--- src/rtl/esf_pkg.sv ---
package esf_pkg;
    localparam int FRAMES       = 24;
    localparam int FRAME_BITS   = 193;
    localparam int IDX_W        = $clog2(FRAMES + 1);
    localparam int CRC_W        = 6;
    localparam int ALARM_W      = 16;
    localparam int ALARM_IDX_W  = $clog2(ALARM_W);
    localparam int FAS_W        = 6;

    localparam logic [CRC_W-1:0]   CRC_POLY   = 6'b000011;
    localparam logic [FAS_W-1:0]   FAS_WORD   = 6'b001011;
    localparam logic [ALARM_W-1:0] ALARM_WORD = 16'hFF00;

    // One serial step of the check remainder, MSB-first feedback form.
    function automatic logic [CRC_W-1:0] crc_step(input logic [CRC_W-1:0] r,
                                                  input logic b);
        logic fb;
        fb = r[CRC_W-1] ^ b;
        return {r[CRC_W-2:0], 1'b0} ^ (fb ? CRC_POLY : '0);
    endfunction

    typedef enum logic [1:0] {
        SLOT_DL  = 2'd0,
        SLOT_CRC = 2'd1,
        SLOT_FAS = 2'd2
    } slot_kind_e;
endpackage

--- src/rtl/esf_frame_seq.sv ---
module esf_frame_seq #(
    parameter int FRAMES = esf_pkg::FRAMES,
    parameter int IDX_W  = esf_pkg::IDX_W
) (
    input  logic             clk,
    input  logic             rst_n,
    input  logic             fbit_stb,
    output logic [IDX_W-1:0] cur_idx,
    output logic             sf_boundary,
    output logic [IDX_W-1:0] frame_idx,
    output logic             sf_start
);
    localparam logic [IDX_W-1:0] FIRST = IDX_W'(1);
    localparam logic [IDX_W-1:0] LAST  = IDX_W'(FRAMES);

    typedef struct packed {
        logic [IDX_W-1:0] nxt;
        logic [IDX_W-1:0] frame;
        logic             sfs;
    } seq_t;

    seq_t s_d, s_q;

    always_comb begin
        s_d     = s_q;
        s_d.sfs = 1'b0;
        if (fbit_stb) begin
            s_d.frame = s_q.nxt;
            s_d.sfs   = (s_q.nxt == FIRST);
            s_d.nxt   = (s_q.nxt == LAST) ? FIRST : s_q.nxt + FIRST;
        end
    end

    always_ff @(posedge clk or negedge rst_n) begin
        if (!rst_n) begin
            s_q.nxt   <= FIRST;
            s_q.frame <= '0;
            s_q.sfs   <= 1'b0;
        end else begin
            s_q <= s_d;
        end
    end

    assign cur_idx     = s_q.nxt;
    assign sf_boundary = fbit_stb && (s_q.nxt == FIRST);
    assign frame_idx   = s_q.frame;
    assign sf_start    = s_q.sfs;

    AST_IDX_RANGE: assert property (@(posedge clk) disable iff (!rst_n)
        frame_idx <= LAST);
    AST_IDX_HOLD: assert property (@(posedge clk) disable iff (!rst_n)
        !fbit_stb |=> $stable(frame_idx));
    AST_SF_FIRST: assert property (@(posedge clk) disable iff (!rst_n)
        sf_start |-> frame_idx == FIRST);
endmodule

--- src/rtl/esf_crc6.sv ---
module esf_crc6 #(
    parameter int CRC_W = esf_pkg::CRC_W
) (
    input  logic             clk,
    input  logic             rst_n,
    input  logic             fbit_stb,
    input  logic             sf_boundary,
    input  logic             pay_bit,
    output logic [CRC_W-1:0] sent_crc
);
    typedef struct packed {
        logic             seen;
        logic [CRC_W-1:0] acc;
        logic [CRC_W-1:0] sent;
    } crc_t;

    crc_t c_d, c_q;
    logic eff_bit;

    // Overhead positions enter the calculation as ones.
    assign eff_bit = fbit_stb ? 1'b1 : pay_bit;

    always_comb begin
        c_d = c_q;
        if (sf_boundary) begin
            c_d.seen = 1'b1;
            c_d.sent = c_q.acc;
            c_d.acc  = esf_pkg::crc_step('0, eff_bit);
        end else if (c_q.seen) begin
            c_d.acc  = esf_pkg::crc_step(c_q.acc, eff_bit);
        end
    end

    always_ff @(posedge clk or negedge rst_n) begin
        if (!rst_n) begin
            c_q <= '0;
        end else begin
            c_q <= c_d;
        end
    end

    assign sent_crc = c_q.sent;

    AST_CRC_HOLD: assert property (@(posedge clk) disable iff (!rst_n)
        !sf_boundary |=> $stable(sent_crc));
endmodule

--- src/rtl/esf_dl_src.sv ---
module esf_dl_src #(
    parameter int ALARM_W     = esf_pkg::ALARM_W,
    parameter int ALARM_IDX_W = esf_pkg::ALARM_IDX_W
) (
    input  logic clk,
    input  logic rst_n,
    input  logic dl_slot,
    input  logic los,
    input  logic dl_bit,
    output logic dl_out
);
    localparam logic [ALARM_W-1:0] WORD = esf_pkg::ALARM_WORD;

    typedef struct packed {
        logic [ALARM_IDX_W-1:0] pos;
    } dl_t;

    dl_t d_d, d_q;
    logic alarm_bit;

    assign alarm_bit = WORD[ALARM_IDX_W'(ALARM_W - 1) - d_q.pos];

    always_comb begin
        d_d = d_q;
        if (dl_slot && los) begin
            d_d.pos = d_q.pos + ALARM_IDX_W'(1);
        end
    end

    always_ff @(posedge clk or negedge rst_n) begin
        if (!rst_n) begin
            d_q <= '0;
        end else begin
            d_q <= d_d;
        end
    end

    assign dl_out = los ? alarm_bit : dl_bit;

    AST_ALARM_HOLD: assert property (@(posedge clk) disable iff (!rst_n)
        !(dl_slot && los) |=> $stable(d_q.pos));
endmodule

--- src/rtl/t1_esf_fbit_gen.sv ---
module t1_esf_fbit_gen #(
    parameter int FRAMES = esf_pkg::FRAMES,
    parameter int IDX_W  = esf_pkg::IDX_W,
    parameter int CRC_W  = esf_pkg::CRC_W
) (
    input  logic             clk,
    input  logic             rst_n,
    input  logic             fbit_stb,
    input  logic             pay_bit,
    input  logic             dl_bit,
    input  logic             los,
    output logic             tx_bit,
    output logic [IDX_W-1:0] frame_idx,
    output logic             sf_start
);
    import esf_pkg::*;

    logic [IDX_W-1:0] cur_idx;
    logic             sf_boundary;
    logic [CRC_W-1:0] sent_crc;
    logic             dl_slot;
    logic             dl_out;
    slot_kind_e       kind;
    logic [2:0]       grp;
    logic             oh_bit;

    typedef struct packed {
        logic tx;
    } out_t;

    out_t o_d, o_q;

    esf_frame_seq #(.FRAMES(FRAMES), .IDX_W(IDX_W)) u_seq (
        .clk         (clk),
        .rst_n       (rst_n),
        .fbit_stb    (fbit_stb),
        .cur_idx     (cur_idx),
        .sf_boundary (sf_boundary),
        .frame_idx   (frame_idx),
        .sf_start    (sf_start)
    );

    esf_crc6 #(.CRC_W(CRC_W)) u_crc (
        .clk         (clk),
        .rst_n       (rst_n),
        .fbit_stb    (fbit_stb),
        .sf_boundary (sf_boundary),
        .pay_bit     (pay_bit),
        .sent_crc    (sent_crc)
    );

    assign dl_slot = fbit_stb && cur_idx[0];

    esf_dl_src u_dl (
        .clk     (clk),
        .rst_n   (rst_n),
        .dl_slot (dl_slot),
        .los     (los),
        .dl_bit  (dl_bit),
        .dl_out  (dl_out)
    );

    // Slot decode: odd frames = data link, multiples of 4 = alignment, rest = check.
    always_comb begin
        if (cur_idx[0])            kind = SLOT_DL;
        else if (cur_idx[1] == 1'b0) kind = SLOT_FAS;
        else                        kind = SLOT_CRC;
        grp = 3'(cur_idx >> 2);
        case (kind)
            SLOT_DL:  oh_bit = dl_out;
            SLOT_FAS: oh_bit = FAS_WORD[3'(FAS_W) - grp];
            default:  oh_bit = sent_crc[3'(CRC_W - 1) - grp];
        endcase
    end

    always_comb begin
        o_d    = o_q;
        o_d.tx = fbit_stb ? oh_bit : pay_bit;
    end

    always_ff @(posedge clk or negedge rst_n) begin
        if (!rst_n) begin
            o_q <= '0;
        end else begin
            o_q <= o_d;
        end
    end

    assign tx_bit = o_q.tx;

    AST_PAYLOAD_PASS: assert property (@(posedge clk) disable iff (!rst_n)
        !fbit_stb |=> tx_bit == $past(pay_bit));
    AST_SF_PULSE: assert property (@(posedge clk) disable iff (!rst_n)
        sf_start |=> !sf_start);
endmodule

--- config.mk ---
export PLATFORM = sky130hd
export DESIGN_NAME = t1_esf_fbit_gen
export DESIGN_NICKNAME = d
export VERILOG_FILES = /design/src/rtl/esf_pkg.sv /design/src/rtl/esf_frame_seq.sv /design/src/rtl/esf_crc6.sv /design/src/rtl/esf_dl_src.sv /design/src/rtl/t1_esf_fbit_gen.sv
export SDC_FILE = /design/constraint.sdc
export NUM_CORES = 1
export LEC_CHECK = 0
export ABC_AREA = 1
export ABC_CLOCK_PERIOD_IN_PS = 2300
export BUFFER_PORTS_ARGS = -buffer_cell sky130_fd_sc_hd__buf_2
export CAP_MARGIN = 20
export CELL_PAD_IN_SITES_DETAIL_PLACEMENT = 1
export CELL_PAD_IN_SITES_GLOBAL_PLACEMENT = 1
export CORE_AREA = 2 2 62 64
export CTS_BUF_LIST = sky130_fd_sc_hd__clkbuf_4
export DETAILED_ROUTE_END_ITERATION = 8
export DIE_AREA = 0 0 64 66
export GPL_TIMING_DRIVEN = 0
export PLACE_DENSITY_LB_ADDON = 0.15
export SETUP_SLACK_MARGIN = 0.2
export SLEW_MARGIN = 0
export SYNTH_ARGS = -nofsm -noshare
export SYNTH_HDL_FRONTEND = slang
export SYNTH_SLANG_ARGS = --single-unit
--- constraint.sdc ---
create_clock -name clk -period 2.3 [get_ports clk]
set_input_delay 0.115 -clock clk [delete_from_list [all_inputs] [get_ports clk]]
set_output_delay 0.115 -clock clk [all_outputs]
set_load 0.005 [all_outputs]
## Word-level counts from Yosys, hierarchy flattened

Memory sizes are Yosys's and may differ from the RTL's.
Cells that the tools add are included.
W data, S select, Z words.

- Register bits: 29
- Output and inout port bits: 7
- ROM bits: 24
- Memories: 2

- Multiplexer cells: 16
- $add $sub $neg: 5
- Equal/unequal tests: 3
- Bitwise gates (word level): 2
- Reductions and logical operators: 5
- Magnitude comparators: 3

Memory list:

| memory | words | bits a word | rd ports | clocked after Yosys merged registers in | wr ports | line | source |
|---|---|---|---|---|---|---|---|
| (no name shown) | 16 | 1 | 1 | 0 | 0 | esf_dl_src.sv:21 | `assign alarm_bit = WORD[ALARM_IDX_W'(ALARM_W - 1) - d_q.pos];` |
| (no name shown) | 8 | 1 | 1 | 0 | 0 | t1_esf_fbit_gen.sv:71 | `SLOT_FAS: oh_bit = FAS_WORD[3'(FAS_W) - grp];` |

Operators by type and width:

| cell | number |
|---|---|
| $mux W6 | 2 |
| $lt A3 B4 Y1 const B | 2 |
| $mux W2 | 4 |
| $mux W1 | 7 |
| $sub A3 B3 Y3 const A | 2 |
| $xor A6 B6 Y6 | 1 |
| $add A5 B1 Y5 const B | 1 |
| $eq A5 B1 Y1 const B | 1 |
| $eq A5 B5 Y1 const B | 1 |
| $lt A4 B5 Y1 const B | 1 |
| $mux W5 | 1 |
| $add A4 B1 Y4 const B | 1 |
| $sub A4 B4 Y4 const A | 1 |
| $bmux W1 S3 | 1 |
| $logic_and A1 B1 Y1 | 3 |
| $eq A2 B2 Y1 const B | 1 |
| $logic_not A2 Y1 | 1 |
| $pmux W1 S2 | 1 |
| $reduce_bool A2 Y1 | 1 |
| $xor A1 B1 Y1 | 1 |

## Logic depth before layout (Yosys ltp)

- Depth after elaboration: 6
- Gate-level depth with buffers: 10

## By module

From an unflattened synthesis, not the netlist that was laid out.

- Cells, all modules: 191
- Area total of the unflattened synthesis: 1502.7 sq um

By module, submodules not included:

| module | times used | cells an instance | area each (sq um) |
|---|---|---|---|
| esf_crc6 | 1 | 64 | 584.3 |
| esf_frame_seq | 1 | 62 | 524.3 |
| esf_dl_src | 1 | 25 | 215.2 |
| t1_esf_fbit_gen | 1 | 40 | 178.9 |

## Least setup slack after synthesis

No wires, ideal clock.

- Path type: reg2reg
- Start: reg u_seq.s_q (netlist bit u_seq.cur_idx[0])
- End: reg o_q, in the netlist tx_bit
- Data arrival time: 1.230 ns
- Setup slack: 1.005 ns
- Setup time: 0.065 ns
- Cell stages (with the launch flop): 10
- Cell sequence: dfstp_2 -> inv_1 -> ha_1 -> a21oi_1 -> o21ai_0 -> o21ai_1 -> nand2_1 -> nand2_1 -> nand2_1 -> nand2_1

- Longest elaborated chain between the ends: 4
- Elaborated cells between the ends (all ways): 5
- Classes of those cells: eq/ne: 1; mux: 3; reduce/logical: 1

Ends and longest elaborated chain:

| element | line | source |
|---|---|---|
| from (decl) | esf_frame_seq.sv:22 | `seq_t s_d, s_q;` |
| $mux W2 * | t1_esf_fbit_gen.sv:65 | `if (cur_idx[0]) kind = SLOT_DL;` |
| $eq A2 B2 Y1 or $logic_not A2 Y1 (tied branches) | t1_esf_fbit_gen.sv:69 | `case (kind)` |
| $pmux W1 S2 * | t1_esf_fbit_gen.sv:69 |  |
| $mux W1 * | t1_esf_fbit_gen.sv:78 | `o_d.tx = fbit_stb ? oh_bit : pay_bit;` |
| named net o_d | t1_esf_fbit_gen.sv:31 | `out_t o_d, o_q;` |
| to (signal assigned) | t1_esf_fbit_gen.sv:83 | `o_q <= '0;` |
| to (signal assigned) | t1_esf_fbit_gen.sv:85 | `o_q <= o_d;` |
| to (decl) | t1_esf_fbit_gen.sv:31 |  |

Mark *: on every way through the listed nets, which the timed path passes. The rest lies on a longest branch.
A chain may end at the register's enable or synchronous reset.

## Final worst setup path

- Start: reg u_seq.s_q (netlist bit u_seq.cur_idx[0])
- End: reg u_seq.s_q (netlist bit u_seq.cur_idx[3])

- Longest elaborated chain between the ends: 2
- Elaborated cells between the ends (all ways): 3
- Classes of those cells: add/sub: 1; eq/ne: 1; mux: 1

Ends and longest elaborated chain:

| element | line | source |
|---|---|---|
| $add A5 B1 Y5 or $eq A5 B5 Y1 (tied branches) | esf_frame_seq.sv:30 | `s_d.nxt = (s_q.nxt == LAST) ? FIRST : s_q.nxt + FIRST;` |
| $mux W5 * | esf_frame_seq.sv:30 |  |

Mark *: on every way between the ends. The rest lies on a longest branch, timed or not.

==> impl_summary.log <==
INFO  metric core_area = 3550 µm²
INFO  metric via_count = 1044
INFO  metric unrepaired_setup_endpoints_after_global_routing = no
INFO  metric reg2reg_slack = 0.79 ns
INFO  metric timing.final.max_slew_violations = 0
INFO  metric total_switching_power = 0.789 mW
INFO  metric htreeDepth = 2
INFO  metric largest_net_degree_at_the_start_of_global_routing = 30
INFO  metric clkSinkCount = 29
INFO  metric synth_fa_ha_area_share = 5.45%
INFO  metric post-route-period-util = 65.8%
INFO  metric post_layout_nonfiller_instances = 218
INFO  metric regToRegEndpoint = u_seq.cur_idx[3]
INFO  metric ant_nets = 0
INFO  metric synthDistinctLibCells = 28
INFO  metric grt_first_pass_wirelength = 5.13 mm
INFO  metric drt-total-wl = 2.88 mm
INFO  metric count_of_yosys_warnings_during_synthesis = 0
INFO  metric powerDensity = 1240 nW/µm²
INFO  metric fin_worst_skew = 0.00467 ns
INFO  metric timing.critical_path.arrival = 1.74 ns
INFO  metric top_level_ports = 13
INFO  metric numPortBuffers = 11
INFO  metric post_synth.cell_area_avg = 9.24 µm²
INFO  metric placed_cell_area = 1490 µm²
INFO  metric timing.critical_path.fanout_max = 5
INFO  metric final-hold-violation-count = 0
INFO  metric max_cap_violations = 0
INFO  metric floorplan.initialDensity = 38.8%
INFO  metric r2r_cells = 5
INFO  metric insertedDiodeCount = 0
INFO  metric hp-start = fbit_stb
INFO  metric min_path_cells = 2
INFO  metric area_of_combinational_cells_with_multiple_inputs = 557 µm²
INFO  metric placed_cells = 208
INFO  metric clock_power_share = 14.9%
INFO  metric avgViaCountPerCell = 4.79
INFO  metric setup_viol = 0
INFO  metric run_status = finished clean
INFO  metric cts_inserted_buffers = 5
INFO  metric sequential_cell_area = 727 µm²
INFO  metric worstHoldEndpoint = u_seq.cur_idx[1]
INFO  metric irDropWorstVdd = 0.000530 V
INFO  metric crit_path_max_incr_delay = 0.58 ns
INFO  metric antenna_found_initial = 0
INFO  metric clk_transition_reported_paths = 0.09 ns
INFO  metric power.internal = 1.15 mW
INFO  metric required = 2.53 ns
INFO  metric finalCriticalPeriod = 1.51 ns
INFO  metric synth-seq-area-share = 52.8%
INFO  metric fin_tns_setup = 0 ns
INFO  metric crit_chain = inv_1, ha_1, nand4_1, nor2_1, nor3_1
INFO  metric die-width = 64 µm
INFO  metric grt_overflow_total = 0
INFO  metric tightest_slew = 0.647 ns
INFO  metric areaGrowthSynthToFinish = 13.5%
INFO  metric critical_path.slowest_cell = sky130_fd_sc_hd__dfstp_2
INFO  metric cts_max_path_bufs = 2
INFO  metric worstReg2RegStart = u_seq.cur_idx[0]
INFO  metric fillCellCount = 437
INFO  metric timing.setup.critical_path_class = reg -> reg
INFO  metric grt_pass1_vias = 1197
INFO  metric fraction_of_final_layout_cells_sized_beyond_drive_strength_1 = 18.8%
INFO  metric tritoncts = done
INFO  metric final_net_count = 181
INFO  metric muxShareOfSynthArea = 0.818%
INFO  metric clock.fmax = 0.661 GHz
INFO  metric fp.dieH = 66 µm
INFO  metric global_route.usage.total = 16.4%
INFO  metric crit_path_end_kind = register
INFO  metric post_synth_inst_count = 149
INFO  metric stdcell_area = 1560 µm²
INFO  metric synth_compound_gate_area_share = 9.82%
INFO  metric drtPass1Iterations = 3
INFO  metric postCtsResizedCells = 0
INFO  metric clock_latency = 0.33 ns
INFO  metric pwr-share-seq = 45.1%
INFO  metric synth_top_family_by_area = simple AND/OR/NAND/NOR gates
INFO  metric ys_seq_elements = 29
INFO  metric timing.slew.headroom = 56.9%
INFO  metric timing.hold.worst.class = in -> reg
INFO  metric clock-root-buffer = sky130_fd_sc_hd__clkbuf_4
INFO  metric pwr-share-comb = 40.0%
INFO  metric routedWlPerCell = 13.2 µm
INFO  metric startpoint = u_seq.cur_idx[0]
INFO  metric place.detailed.hpwl = 2.11 mm
INFO  metric sw_frac_of_total = 40.7%
INFO  metric yosys.area_share.xor_xnor = 3.18%
INFO  metric die_area = 4220 µm²
INFO  metric synth.net_count = 161
INFO  metric syn_area = 1380 µm²
INFO  metric gp_congestion = 0.763
INFO  metric detail_route.drc_violations = 0
INFO  metric power.leakage = 0.777 nW
INFO  metric kind_of_start_point_of_the_critical_path = register
INFO  metric rows = 22
INFO  metric first_drt_iteration_drcs = 25
INFO  metric synthSimpleGateAreaFrac = 21.2%
cell type report:
| class | instances | area share (%) |
|---|---|---|
| Sequential cell | 29 | 46.6 |
| Multi-Input combinational cell | 99 | 35.7 |
| Timing Repair Buffer | 13 | 4.81 |
| Inverter | 16 | 3.85 |
| Tap cell | 48 | 3.85 |
| Clock buffer | 5 | 2.40 |
| Buffer | 5 | 2.08 |
| Clock inverter | 3 | 0.801 |
cells by family (layout without fill, tap and decap cells):
family | Yosys count | in the layout
fa+ha+maj | 6 | 6
mux | 1 | 1
flops | 29 | 29
simple gates | 62 | 62
buf+inv | 21 | 42
xor+xnor | 5 | 5
compound gates | 25 | 25
how the worst max path moves through the flow:
stage | end | cells past startpoint
floorplan | tx_bit | 9
finish | u_seq.cur_idx[3] | 5
CTS | tx_bit | 9
global route | tx_bit | 9
detailed placement | tx_bit | 9
global placement | tx_bit | 9
cells in the final DEF (no fill, tap or decap), types with 2 or more instances in the layout:
cell type,synthesis,routed
sky130_fd_sc_hd__inv_2,3,3
sky130_fd_sc_hd__ha_1,6,6
sky130_fd_sc_hd__nand2_1,34,34
sky130_fd_sc_hd__a21oi_1,5,5
sky130_fd_sc_hd__xor2_1,3,3
sky130_fd_sc_hd__nand3_1,8,8
sky130_fd_sc_hd__buf_2,1,12
sky130_fd_sc_hd__clkbuf_4,0,5
sky130_fd_sc_hd__inv_1,13,13
sky130_fd_sc_hd__nor2_1,10,10
sky130_fd_sc_hd__nand2_4,2,2
sky130_fd_sc_hd__o22ai_1,4,4
sky130_fd_sc_hd__clkinv_1,0,2
sky130_fd_sc_hd__nor3_1,2,2
sky130_fd_sc_hd__buf_4,3,3
sky130_fd_sc_hd__dfrtp_1,28,28
sky130_fd_sc_hd__o21ai_0,7,7
sky130_fd_sc_hd__dlygate4sd3_1,0,2
sky130_fd_sc_hd__o21ai_1,7,7
sky130_fd_sc_hd__xnor2_1,2,2
per-stage QoR:
step / worst slack, ns / utilization, % / hold WS, ns / power (mW)
after floorplan: 1.01 / - / -0.181 / 1.44
after global placement: 0.824 / 42.0 / 0.167 / 1.63
after detailed placement: 0.792 / 42.0 / 0.183 / 1.67
after CTS: 0.769 / 44.0 / 0.0217 / 1.97
after global routing: 0.653 / 44.0 / 0.0304 / 2.13
final: 0.787 / 44.0 / 0.0376 / 1.94
flip-flops by register name, indices dropped and copies added, names as in the netlist:
register / count
u_dl.d_q: 4
u_crc.sent_crc: 6
u_crc.c_q: 7
tx_bit: 1
u_seq.frame_idx: 5
u_seq.cur_idx: 5
u_seq.sf_start: 1
power by group through the flow:
stage	registers, mW	clock network, mW	logic [mW]
final	0.875	0.288	0.776
after detailed placement	0.888	0	0.786
after global placement	0.873	0	0.752
after floorplan	0.857	0	0.580
after CTS	0.877	0.302	0.794
after global routing	0.904	0.328	0.899
cell usage after synthesis:
cell	instances	area, µm²
sky130_fd_sc_hd__a21oi_1	5	25.0
sky130_fd_sc_hd__a31oi_1	1	6.26
sky130_fd_sc_hd__buf_2	1	5.00
sky130_fd_sc_hd__buf_4	3	22.5
sky130_fd_sc_hd__clkbuf_2	1	5.00
sky130_fd_sc_hd__dfrtp_1	28	701
sky130_fd_sc_hd__dfstp_2	1	26.3
sky130_fd_sc_hd__ha_1	6	75.1
sky130_fd_sc_hd__inv_1	13	48.8
sky130_fd_sc_hd__inv_2	3	11.3
sky130_fd_sc_hd__mux2_1	1	11.3
sky130_fd_sc_hd__nand2_1	34	128
sky130_fd_sc_hd__nand2_4	2	22.5
sky130_fd_sc_hd__nand3_1	8	40.0
sky130_fd_sc_hd__nand3_4	1	17.5
sky130_fd_sc_hd__nand4_1	1	6.26
sky130_fd_sc_hd__nor2_1	10	37.5
sky130_fd_sc_hd__nor2_2	1	6.26
sky130_fd_sc_hd__nor2_4	1	11.3
sky130_fd_sc_hd__nor3_1	2	10.0
sky130_fd_sc_hd__nor4_1	1	6.26
sky130_fd_sc_hd__o21ai_0	7	35.0
sky130_fd_sc_hd__o21ai_1	7	35.0
sky130_fd_sc_hd__o21ai_2	1	8.76
sky130_fd_sc_hd__o22ai_1	4	25.0
sky130_fd_sc_hd__or2_1	1	6.26
sky130_fd_sc_hd__xnor2_1	2	17.5
sky130_fd_sc_hd__xor2_1	3	26.3
worst max-delay path, delay by kind of cell, from the launching register on:
kind | cells | cell delay [ns]
and+or+nand+nor | 3 | 0.52
buffers and inverters | 1 | 0.08
DFF | 1 | 0.58
adders and majority gates | 1 | 0.24
per-layer routing:
metal	global-route usage (%)	part of all wire, %	vias to the layer above
met4	10.9	3.2	0
met2	28.0	51	16
met5	0	0	-
met3	5.96	3.9	8
met1	16.8	42	500
li1	-	-	520
timing repair:
action	CTS	global route
endpoints found under the hold margin	29	0
setup buffers	0	0
hold buffers	2	0
endpoints found under the setup margin	0	0
Note: power is estimated with default switching activity, not from simulation.
